--- src/rtl/uart_line_pkg.sv ---
// Package: shared types and register addresses for the serial transmitter.
// Assumes an 8-bit register port with at most eight addresses.
package uart_line_pkg;
    localparam logic [2:0] ADDR_DATA = 3'd0;   // holding register / divisor low
    localparam logic [2:0] ADDR_IER  = 3'd1;   // interrupt enable / divisor high
    localparam logic [2:0] ADDR_FMT  = 3'd3;   // line format register

    typedef enum logic [2:0] {
        TX_IDLE,
        TX_START,
        TX_DATA,
        TX_PAR,
        TX_STOP
    } tx_state_e;

    // Character format fields, packed in register bit order (bit 5 down to 0)
    typedef struct packed {
        logic       stick;
        logic       even;
        logic       par_en;
        logic       long_stop;
        logic [1:0] wlen;
    } char_fmt_t;
endpackage

--- src/rtl/uart_line_regs.sv ---
// Module: register file for the transmitter.
// Holds the format register, interrupt-enable byte and baud divisor, and
// decodes holding-register writes. Format bit 7 re-routes addresses 0 and 1
// to the divisor. Reads are combinational; the receive buffer is absent and
// reads as zero.
module uart_line_regs
    import uart_line_pkg::*;
(
    input  logic        clk,
    input  logic        rst_n,
    input  logic        wr_en,
    input  logic [2:0]  addr,
    input  logic [7:0]  wdata,
    output logic [7:0]  rdata,
    output logic [7:0]  fmt_q,
    output logic [15:0] divisor,
    output logic        thr_wr
);
    logic [7:0] ier_q;
    logic [7:0] div_lo_q;
    logic [7:0] div_hi_q;
    logic       sel_div;

    assign sel_div = fmt_q[7];
    assign divisor = {div_hi_q, div_lo_q};
    assign thr_wr  = wr_en && (addr == ADDR_DATA) && !sel_div;

    // Register writes, routed by the access-select bit
    always_ff @(posedge clk) begin
        if (!rst_n) begin
            fmt_q    <= '0;
            ier_q    <= '0;
            div_lo_q <= '0;
            div_hi_q <= '0;
        end else if (wr_en) begin
            case (addr)
                ADDR_FMT:  fmt_q <= wdata;
                ADDR_DATA: if (sel_div) div_lo_q <= wdata;
                ADDR_IER:  if (sel_div) div_hi_q <= wdata;
                           else         ier_q    <= wdata;
                default: ;
            endcase
        end
    end

    // Read multiplexer
    always_comb begin
        case (addr)
            ADDR_FMT:  rdata = fmt_q;
            ADDR_DATA: rdata = sel_div ? div_lo_q : 8'h00;
            ADDR_IER:  rdata = sel_div ? div_hi_q : ier_q;
            default:   rdata = 8'h00;
        endcase
    end
endmodule

--- src/rtl/uart_tx_frame.sv ---
// Module: holding register and character shifter.
// Captures the format and parity when a byte moves to the shift register,
// then sends start, data (LSB first), optional parity and stop. Each bit
// lasts TICKS_PER_BIT baud ticks. TICKS_PER_BIT is assumed even, so that a
// stop period of one and a half bits is a whole number of ticks.
module uart_tx_frame
    import uart_line_pkg::*;
#(
    parameter int TICKS_PER_BIT = 16
) (
    input  logic      clk,
    input  logic      rst_n,
    input  logic      baud_tick,
    input  logic      thr_wr,
    input  logic [7:0] thr_wdata,
    input  char_fmt_t fmt_in,
    output logic      thr_empty,
    output logic      busy,
    output logic      line_bit
);
    localparam int CNT_W = $clog2(2 * TICKS_PER_BIT);
    localparam logic [CNT_W-1:0] LAST_1   = CNT_W'(TICKS_PER_BIT - 1);
    localparam logic [CNT_W-1:0] LAST_1H  = CNT_W'(TICKS_PER_BIT + TICKS_PER_BIT / 2 - 1);
    localparam logic [CNT_W-1:0] LAST_2   = CNT_W'(2 * TICKS_PER_BIT - 1);

    tx_state_e        state_q;
    logic [CNT_W-1:0] cnt_q;
    logic [CNT_W-1:0] cnt_last;
    logic [7:0]       thr_q;
    logic             thr_full_q;
    logic [7:0]       shift_q;
    logic [2:0]       idx_q;
    logic [2:0]       idx_last;
    char_fmt_t        fmt_q;
    logic             par_q;
    logic             par_calc;
    logic [7:0]       masked;
    logic             bit_end;
    logic             take;

    // Parity of the queued byte, masked to the selected word length
    always_comb begin
        masked   = thr_q & (8'hFF >> (2'd3 - fmt_in.wlen));
        if (fmt_in.stick) par_calc = !fmt_in.even;
        else              par_calc = fmt_in.even ? ^masked : !(^masked);
    end

    // Length of the current bit period, longer for extended stop
    always_comb begin
        if (state_q != TX_STOP || !fmt_q.long_stop) cnt_last = LAST_1;
        else if (fmt_q.wlen == 2'b00)               cnt_last = LAST_1H;
        else                                        cnt_last = LAST_2;
    end

    assign idx_last  = 3'd4 + {1'b0, fmt_q.wlen};
    assign bit_end   = baud_tick && (cnt_q == cnt_last) && (state_q != TX_IDLE);
    assign take      = thr_full_q && ((state_q == TX_IDLE) || (state_q == TX_STOP && bit_end));
    assign thr_empty = !thr_full_q;
    assign busy      = (state_q != TX_IDLE);

    // Holding register: a new write wins over a same-cycle transfer
    always_ff @(posedge clk) begin
        if (!rst_n) begin
            thr_q      <= '0;
            thr_full_q <= 1'b0;
        end else if (thr_wr) begin
            thr_q      <= thr_wdata;
            thr_full_q <= 1'b1;
        end else if (take) begin
            thr_full_q <= 1'b0;
        end
    end

    // Character sequencer and tick counter
    always_ff @(posedge clk) begin
        if (!rst_n) begin
            state_q <= TX_IDLE;
            cnt_q   <= '0;
            shift_q <= '0;
            idx_q   <= '0;
            fmt_q   <= '0;
            par_q   <= 1'b0;
        end else if (take) begin
            state_q <= TX_START;
            cnt_q   <= '0;
            shift_q <= thr_q;
            idx_q   <= '0;
            fmt_q   <= fmt_in;
            par_q   <= par_calc;
        end else if (bit_end) begin
            cnt_q <= '0;
            case (state_q)
                TX_START: state_q <= TX_DATA;
                TX_DATA: begin
                    shift_q <= shift_q >> 1;
                    if (idx_q == idx_last) state_q <= fmt_q.par_en ? TX_PAR : TX_STOP;
                    else                   idx_q   <= idx_q + 3'd1;
                end
                TX_PAR:  state_q <= TX_STOP;
                default: state_q <= TX_IDLE;
            endcase
        end else if (baud_tick && state_q != TX_IDLE) begin
            cnt_q <= cnt_q + 1'b1;
        end
    end

    // Line level for the current bit
    always_comb begin
        case (state_q)
            TX_START: line_bit = 1'b0;
            TX_DATA:  line_bit = shift_q[0];
            TX_PAR:   line_bit = par_q;
            default:  line_bit = 1'b1;
        endcase
    end
endmodule

--- src/rtl/uart_line_tx.sv ---
// Module: top of the serial transmitter.
// Joins the register file and the shifter. Break (format bit 6) masks only
// the output wire. Assumes baud_tick comes from a generator run from divisor.
module uart_line_tx
    import uart_line_pkg::*;
#(
    parameter int TICKS_PER_BIT = 16
) (
    input  logic        clk,
    input  logic        rst_n,
    input  logic        reg_wr,
    input  logic [2:0]  reg_addr,
    input  logic [7:0]  reg_wdata,
    output logic [7:0]  reg_rdata,
    input  logic        baud_tick,
    output logic        txd,
    output logic        thr_empty,
    output logic        tx_busy,
    output logic [15:0] divisor
);
    logic [7:0] lcr_q;
    logic       thr_wr;
    logic       line_bit;

    uart_line_regs u_regs (
        .clk     (clk),
        .rst_n   (rst_n),
        .wr_en   (reg_wr),
        .addr    (reg_addr),
        .wdata   (reg_wdata),
        .rdata   (reg_rdata),
        .fmt_q   (lcr_q),
        .divisor (divisor),
        .thr_wr  (thr_wr)
    );

    uart_tx_frame #(.TICKS_PER_BIT(TICKS_PER_BIT)) u_frame (
        .clk       (clk),
        .rst_n     (rst_n),
        .baud_tick (baud_tick),
        .thr_wr    (thr_wr),
        .thr_wdata (reg_wdata),
        .fmt_in    (char_fmt_t'(lcr_q[5:0])),
        .thr_empty (thr_empty),
        .busy      (tx_busy),
        .line_bit  (line_bit)
    );

    assign txd = line_bit && !lcr_q[6];
endmodule

--- config.mk ---
export PLATFORM = sky130hd
export DESIGN_NAME = uart_line_tx
export DESIGN_NICKNAME = d
export VERILOG_FILES = /design/src/rtl/uart_line_pkg.sv /design/src/rtl/uart_line_regs.sv /design/src/rtl/uart_tx_frame.sv /design/src/rtl/uart_line_tx.sv
export SDC_FILE = /design/constraint.sdc
export NUM_CORES = 1
export LEC_CHECK = 0
export BUFFER_PORTS_ARGS = -buffer_cell sky130_fd_sc_hd__buf_4
export CORE_MARGIN = 5
export CORE_UTILIZATION = 55
export CTS_BUF_LIST = sky130_fd_sc_hd__clkbuf_4 sky130_fd_sc_hd__clkbuf_8 sky130_fd_sc_hd__clkbuf_16
export CTS_CLUSTER_SIZE = 16
export DETAILED_ROUTE_END_ITERATION = 12
export HOLD_SLACK_MARGIN = 0.08
export PLACE_DENSITY_LB_ADDON = 0.15
export SLEW_MARGIN = 30
export SYNTH_ARGS = -nofsm -noshare
export SYNTH_HDL_FRONTEND = slang
export SYNTH_HIERARCHICAL = 1
export SYNTH_SLANG_ARGS = --single-unit
--- constraint.sdc ---
create_clock -name clk -period 2.5 [get_ports clk]
set_input_delay 0.375 -clock clk [delete_from_list [all_inputs] [get_ports clk]]
set_output_delay 0.375 -clock clk [all_outputs]
set_load 0.02 [all_outputs]
* After elaboration in Yosys (flattened, before gate mapping) *
Index checks and enable logic that the tools add are counted.

cells by class
  add/subtract/negate cells = 4
  equality and inequality tests = 11
  shifts and indexed selects = 1
  multiplexer cells = 18
  bitwise logic cells = 4
  reductions and logical operators = 34

operators with widths
  cell                                                                 count
  8-bit 2-to-1 mux                                                     5
  8-bit one-hot mux with 3 select lines                                1
  3-bit AND reduction                                                  4
  3-bit by 2-bit == test with 1-bit output (second input constant)     3
  3-bit one-hot mux with 3 select lines                                1
  8-bit bitwise AND                                                    1
  1-bit logical AND                                                    8
  2-bit AND reduction                                                  4
  8-bit XOR reduction                                                  1
  8-bit by 2-bit right shift with 8-bit output (first input constant)  1
  3-bit by 1-bit == test with 1-bit output (second input constant)     2
  1-bit logical NOT                                                    6
  3-bit logical NOT                                                    2
  1-bit 2-to-1 mux                                                     6
  3-bit 2-to-1 mux                                                     2
  2-bit nonzero test                                                   3
  5-bit by 1-bit adder with 5-bit output (second input constant)       1
  5-bit == test                                                        1
  5-bit 2-to-1 mux                                                     1
  4-bit 2-to-1 mux                                                     1
  3-bit by 1-bit adder with 3-bit output (second input constant)       1
  3-bit by 2-bit adder with 3-bit output (first input constant)        1
  3-bit == test                                                        1
  3-bit == test (second input constant)                                1
  other kinds (11)                                                     14

storage, ports and cells
  bits in registers = 65
  input port bits = 15

* Longest topological paths before layout *
Gate-level depths: netlist of the first run.

  word-level depth = 11
  depth in mapped cells = 8
  gate-level depth less buffers = 6

* Cells and area by module *
Netlist of the first run, hierarchy kept.

modules (own cells, without submodules)
  module          times used  cells each  area each (µm²)  sequential area each (µm²)
  uart_tx_frame   1           171         1601.5           660.6
  uart_line_regs  1           159         1472.7           640.6
  uart_line_tx    1           1           13.8             0.0

* Least setup slack after synthesis of the first run *
Ideal clock, no wire load.

  path type = register to register
  start point = register u_frame.state_q[1]
  end point = register u_frame.par_q
  library setup time = 0.095 ns
  arrival = 1.856 ns
  required time = 2.405 ns
  path slack = 0.549 ns
  stages on the path, launching flop included = 8
  buffers on the path = 1
  clock period less this slack = 1.951 ns
  path through = dfxtp_1 buf_4 and4bb_1 xor2_1 o31ai_4 nand3_2 or4_1 o311ai_1

between the ends
  cells in the longest elaborated chain, start to end = 9
  elaborated cells between the ends (all ways) = 12
  classes of those cells = eq/ne (3); mux (1); reduce/logical (8)

ends and longest elaborated chain
  element                          line                 source
  start, declared                  uart_tx_frame.sv:26  tx_state_e state_q;
  start signal, assigned           uart_tx_frame.sv:96  if (idx_q == idx_last) state_q <= fmt_q.par_en ? TX_PAR : TX_STOP;
  3-bit inequality test            uart_tx_frame.sv:50  if (state_q != TX_STOP || !fmt_q.long_stop) cnt_last = LAST_1;
  1-bit logical OR                 uart_tx_frame.sv:50
  5-bit 2-to-1 mux                 uart_tx_frame.sv:50
  5-bit == test                    uart_tx_frame.sv:56  assign bit_end = baud_tick && (cnt_q == cnt_last) && (state_q != TX_IDLE);
  1-bit logical AND (2 in series)  uart_tx_frame.sv:56
  1-bit logical AND                uart_tx_frame.sv:57  assign take = thr_full_q && ((state_q == TX_IDLE) || (state_q == TX_STOP && bit_end));
  1-bit logical OR (*)             uart_tx_frame.sv:57
  1-bit logical AND (*)            uart_tx_frame.sv:57
  end signal, assigned             uart_tx_frame.sv:89  par_q <= par_calc;
  end, declared                    uart_tx_frame.sv:35  logic par_q;

Every way passes the cells marked *; elsewhere a longest branch is shown, timed or not.
A chain may end at the register's enable or synchronous reset.

* Final worst setup path of the first run *
  start point = register u_regs.fmt_q[7]
  end point = output reg_rdata[3]

between the ends
  cells in the longest elaborated chain, start to end = 2
  elaborated cells between the ends (all ways) = 3
  classes of those cells = mux (3)

ends and longest elaborated chain
  element                                     line                                        source
  start, declared                             uart_line_regs.sv:15                        output logic [7:0] fmt_q,
  start signal, assigned                      uart_line_regs.sv:37                        ADDR_FMT: fmt_q <= wdata;
  8-bit 2-to-1 mux, on equally long branches  uart_line_regs.sv:51, uart_line_regs.sv:50
  8-bit one-hot mux with 3 select lines (*)   uart_line_regs.sv:48                        case (addr)
  end, declared                               uart_line_tx.sv:14                          output logic [7:0] reg_rdata,

Marked as above.

==> impl_metrics.json, run 1 <==
{
  "nets": 384,
  "min_to": "u_frame/thr_q[4]",
  "first_pass_iters": 4,
  "place_area_um2": 3420,
  "grt_use_met3": 0.0447,
  "reg2reg_from": "u_frame/state_q[1]",
  "gr-usage-met2": 0.308,
  "power.density_nw_per_um2": 602,
  "max_freq_ghz": 0.448,
  "area_growth_pct": 18.1,
  "tritoncts": "yes",
  "worstPathCellList": "nor4b_2 -> a221o_1 -> buf_4",
  "r2r-end": "u_frame/par_q",
  "hold_class": "in -> reg",
  "hp-start": "reg_wdata[4]",
  "grt_usage": 0.192,
  "cts_setup_buffers": 0,
  "stdcell_area_um2": 3650,
  "busiest_layer": "met2",
  "antenna_found_initial": 0,
  "finalHoldViolCount": 0,
  "clk_path_buf_depth": 2,
  "root_buffer": "clkbuf_8",
  "maxCapViolations": 0,
  "final_util": 0.666,
  "wl_per_cell_um": 15.2,
  "relSlewSlack": 0.555,
  "via_per_inst": 5.52,
  "fin_worst_skew_ns": 0.00433,
  "finalCritPeriodShare": 0.893,
  "netlist_area_um2": 3090,
  "post_cts_resized": 0,
  "synth_top_area_frac": 0.421,
  "crit_type": "reg -> out",
  "drc": 0,
  "drt_iter0_markers": 111,
  "ir_drop_v": 0.000367,
  "crit_family": "simple AND/OR/NAND/NOR gates",
  "yosysSeqAreaShare": 0.421,
  "netlist_instances": 331,
  "critPathCaptureType": "output port",
  "vias": 2450,
  "worst_slew_pin_slew_ns": 0.664,
  "required_ns": 2.12,
  "cp_slowest_cell": "nor4b_2",
  "cellLeakagePower_nw": 1.47,
  "tns_ns": 0,
  "whs_ns": 0.284,
  "ys_ff_latch": 65,
  "grt_overflow": 0,
  "start_util": 0.564,
  "htree_levels": 3,
  "cts_made_buffers": 9,
  "numPortBuffers": 41,
  "cts_sinks": 65,
  "clk_pin_slew_ns": 0.07,
  "setup_viol": 0,
  "rows": 27,
  "yosys-top-cells-area": "dfxtp_1 42%, mux2i_1 17%, nand2_1 5.0%",
  "synthArstFlopShare": 0,
  "place_hpwl_um": 4730,
  "setup.worst_path.start_class": "flop",
  "finalPower_mw": 2.19,
  "clk-insertion-delay-late_ns": 0.33,
  "synth.most_common_cell": "dfxtp_1",
  "yosys_warnings": 6,
  "grt_pass1_wl_um": 11300,
  "drv_slew": 0,
  "rsz0062_at_grt": "no",
  "rr_worst_depth": 6,
  "grt_max_degree": 46,
  "fin_crit_ns": 2.23,
  "die_w_um": 84.9,
  "critPathArrivalTime_ns": 1.86,
  "grt_pass1_vias": 2350,
  "synthDistinctLibCells": 47,
  "wl_um": 6730,
  "use_met1": 0.251,
  "slowest_delay_ns": 0.56,
  "die_area_um2": 7210,
  "synth_nets": 348,
  "drive_gt1_frac": 0.191,
  "ant_nets": 0,
  "gp_congestion": 0.775,
  "hold_depth": 3,
  "postCtsHoldBufs": 0,
  "core_area_um2": 5470,
  "outcome": "finished clean",
  "avgSynthCellArea_um2": 9.33,
  "worst-path-buf-inv": 1,
  "netlist_top_cells_count": "65 x dfxtp_1, 51 x mux2i_1, 41 x nand2_1",
  "path_max_fanout": 12,
  "synth_flop_cell": "dfxtp_1",
  "synth-edff-count": 0,
  "die_h_um": 84.9,
  "diodes": 0,
  "pin_count": 42,
  "synth_top_cell_by_area": "dfxtp_1",
  "r2r_slack_ns": 0.40
}
cell usage in the layout, fill, tap and decap left out, types with 2 or more instances in the layout:
cell type / count
dfxtp_1: 65
mux2i_1: 51
buf_4: 47
nand2_1: 41
nor2_1: 32
a21oi_1: 14
nand3_1: 14
o21ai_0: 12
clkbuf_8: 11
xnor2_1: 8
xor2_1: 7
nand4_1: 5
nand4b_1: 5
a221o_1: 5
inv_1: 4
o21ai_1: 4
or3_1: 3
nor3b_1: 3
nand3b_1: 3
clkinv_2: 2
bufinv_16: 2
or4bb_1: 2
a211oi_1: 2
nor3_1: 2
nand2b_1: 2
nor4b_2: 2
a31oi_1: 2
ha_1: 2
worst reg2reg max path: stages (launching register included):
cell and delay, ns:
dfxtp_1 0.50, and4bb_1 0.27, xor2_1 0.19, o31ai_4 0.33, nand3_2 0.12, or4_1 0.52
o311ai_1 0.10
per-layer routing:
metal | vias up | wire [µm]
li1 | 1242 | -
met1 | 1150 | 3110
met2 | 51 | 3230
met3 | 7 | 310
met4 | 0 | 80
met5 | - | 0
flip-flops by register name, indices dropped and copies added, names as in the netlist:
signal and cells:
u_frame/shift_q 8, u_frame/thr_q 8, u_regs/div_hi_q 8, u_regs/div_lo_q 8
u_regs/fmt_q 8, u_regs/ier_q 8, u_frame/cnt_q 5, u_frame/fmt_q 4
u_frame/idx_q 3, u_frame/state_q 3, u_frame/par_q 1, u_frame/thr_full_q 1
stage by stage:
step | cells | worst slack (ns)
CTS | 444 | 0.252
finish | 444 | 0.268
global placement | 428 | 0.501
global route | 444 | 0.0799
detailed placement | 428 | 0.422
floorplan | 331 | 0.549
cell families after synthesis:
family	count (synthesis)	synth area share
AND/OR/NAND/NOR	124	0.216
flip-flops	65	0.421
multiplexers	51	0.165
AO/OA/AOI/OAI	48	0.105
buffers and inverters	26	0.0417
XOR/XNOR	15	0.0425
adder cells (fa/ha/maj)	2	0.00810
worst max-delay path by stage:
| stage | from | slack [ns] | end | cells after the start |
|---|---|---|---|---|
| 2_1_floorplan | u_frame/state_q[1] | 0.55 | u_frame/par_q | 7 |
| 3_3_place_gp | u_frame/state_q[1] | 0.50 | u_frame/par_q | 6 |
| 3_5_place_dp | u_frame/state_q[1] | 0.42 | u_frame/par_q | 6 |
| 4_1_cts | u_regs/fmt_q[7] | 0.25 | reg_rdata[5] | 3 |
| 5_1_grt | u_regs/fmt_q[7] | 0.08 | reg_rdata[4] | 3 |
| 6_report | u_regs/fmt_q[7] | 0.27 | reg_rdata[3] | 3 |
where the power goes:
group          leakage [nW]  switching (mW)  internal [mW]  total, mW
Combinational         0.833          0.0737         0.0494      0.123
Clock                 0.115           0.398          0.613       1.01
Sequential            0.525          0.0125           1.05       1.06
area by class of cell:
cell class | count | area [µm²]
clock buffer | 11 | 151
clock inverter | 5 | 77.6
fill | 464 | 1830
inverter | 4 | 15.0
multi-input combinational | 240 | 1660
sequential | 65 | 1300
tap | 72 | 90.1
timing repair buffer | 47 | 353
No activity file was read; power rests on OpenSTA's default activity.
==> run 2: changes to the inputs <==
--- a/config.mk
+++ b/config.mk
@@ -12,6 +12,7 @@
 export CTS_CLUSTER_SIZE = 16
 export DETAILED_ROUTE_END_ITERATION = 12
 export HOLD_SLACK_MARGIN = 0.08
+export MAX_ROUTING_LAYER = met4
 export PLACE_DENSITY_LB_ADDON = 0.15
 export SLEW_MARGIN = 30
 export SYNTH_ARGS = -nofsm -noshare
==> run 2 against run 1 <==
Maximum frequency increased by 0.21%. Setup slack improved by 0.0048 ns. Die area unchanged. Utilization unchanged. Critical path depth unchanged. Sequential cell count unchanged.
==> impl_metrics.json, run 2 (synthesis results as in run 1) <==
{
  "outcome": "finished clean",
  "cp_slowest_cell": "dfxtp_1",
  "grt_overflow": 0,
  "grt_usage": 0.198,
  "post_cts_resized": 0,
  "ant_nets": 0,
  "setup_viol": 0,
  "crit_family": "flip-flops",
  "fillCellCount": 464,
  "numPortBuffers": 41,
  "place_hpwl_um": 4730,
  "finalHoldViolCount": 0,
  "wl_per_cell_um": 15.2,
  "first_pass_iters": 4,
  "die_area_um2": 7210,
  "drive_gt1_frac": 0.191,
  "finalPower_mw": 2.19,
  "rows": 27,
  "antenna_found_initial": 0,
  "drc": 0,
  "max_freq_ghz": 0.449,
  "die_w_um": 84.9,
  "path_max_fanout": 12,
  "slowest_delay_ns": 0.56,
  "final_common_cell": "dfxtp_1",
  "worst_slew_pin_slew_ns": 0.664,
  "worst-path-buf-inv": 1,
  "cts_setup_buffers": 0,
  "postCtsHoldBufs": 0,
  "relSlewSlack": 0.555,
  "pin_count": 42,
  "grt_pass1_wl_um": 11300,
  "grt_max_degree": 46,
  "start_util": 0.564,
  "critPathArrivalTime_ns": 1.85,
  "drt_iter0_markers": 118,
  "diodes": 0,
  "power.density_nw_per_um2": 602,
  "gp_congestion": 0.786,
  "core_area_um2": 5470,
  "fin_crit_ns": 2.23,
  "maxCapViolations": 0,
  "worstPathCellList": "nor4b_2 -> a221o_1 -> buf_4",
  "ir_drop_v": 0.000367,
  "cts_made_buffers": 9,
  "clk-insertion-delay-late_ns": 0.33,
  "cellLeakagePower_nw": 1.47,
  "drv_slew": 0,
  "tritoncts": "yes",
  "setup.worst_path.start_class": "flop",
  "critPathCaptureType": "output port",
  "root_buffer": "clkbuf_8",
  "vias": 2451,
  "cts_sinks": 65,
  "crit_type": "reg -> out",
  "via_per_inst": 5.52,
  "clk_path_buf_depth": 2,
  "clk_pin_slew_ns": 0.07,
  "fin_worst_skew_ns": 0.00416,
  "finalCritPeriodShare": 0.891,
  "area_growth_pct": 18.1,
  "rsz0062_at_grt": "no",
  "nets": 384,
  "grt_pass1_vias": 2354,
  "tns_ns": 0,
  "hold_class": "in -> reg",
  "wl_um": 6740,
  "required_ns": 2.12,
  "htree_levels": 3,
  "die_h_um": 84.9,
  "final_cell_mix": "65 x dfxtp_1, 51 x mux2i_1, 47 x buf_4, 41 x nand2_1, 32 x nor2_1"
}
==> run 2: metrics by stage <==
stage               std cells  instance area (µm²)  setup slack, ns  hold WS, ns   util
floorplan                 331                 3090            0.549        0.438      -
global placement          428                 3420            0.501        0.445  0.624
detailed placement        428                 3420            0.422        0.453  0.624
CTS                       444                 3650            0.252        0.275  0.666
global route              444                 3650           0.0804        0.289  0.666
finish                    444                 3650            0.273        0.283  0.666
==> run 2: metal layers <==
metal	routed length, µm	GRT usage	vias up
met5	0	-	-
li1	-	-	1242
met2	3220	0.308	45
met1	3190	0.254	1157
met3	258	0.0398	7
met4	75	0.0705	0
==> run 2: cell type report <==
| type | instances | area [µm²] | area share |
|---|---|---|---|
| Multi-Input combinational cell | 240 | 1660 | 0.455 |
| Sequential cell | 65 | 1300 | 0.357 |
| Timing Repair Buffer | 47 | 353 | 0.0968 |
| Clock buffer | 11 | 151 | 0.0415 |
| Tap cell | 72 | 90.1 | 0.0247 |
| Clock inverter | 5 | 77.6 | 0.0213 |
| Inverter | 4 | 15.0 | 0.00412 |
==> run 2: worst paths after layout <==
kind	from	end	slack [ns]	cells past startpoint
hold / removal	reg_wdata[4]	u_frame/thr_q[4]	0.28	3
hold reg to reg	u_regs/ier_q[4]	u_regs/ier_q[4]	0.46	2
setup / recovery	u_regs/fmt_q[7]	reg_rdata[2]	0.27	3
setup reg to reg	u_frame/state_q[1]	u_frame/par_q	0.40	6
==> run 2: worst reg2reg max path, stage by stage (launching register included) <==
cell and delay (ns):
dfxtp_1 0.50, and4bb_1 0.27, xor2_1 0.19, o31ai_4 0.32, nand3_2 0.12, or4_1 0.52, o311ai_1 0.10
==> run 2: report_power, final <==
part,switching (mW),internal (mW),total [mW],leakage [nW]
clock network,0.398,0.612,1.01,0.115
logic,0.0739,0.0494,0.123,0.833
registers,0.0124,1.05,1.06,0.525
total,0.485,1.71,2.19,1.47
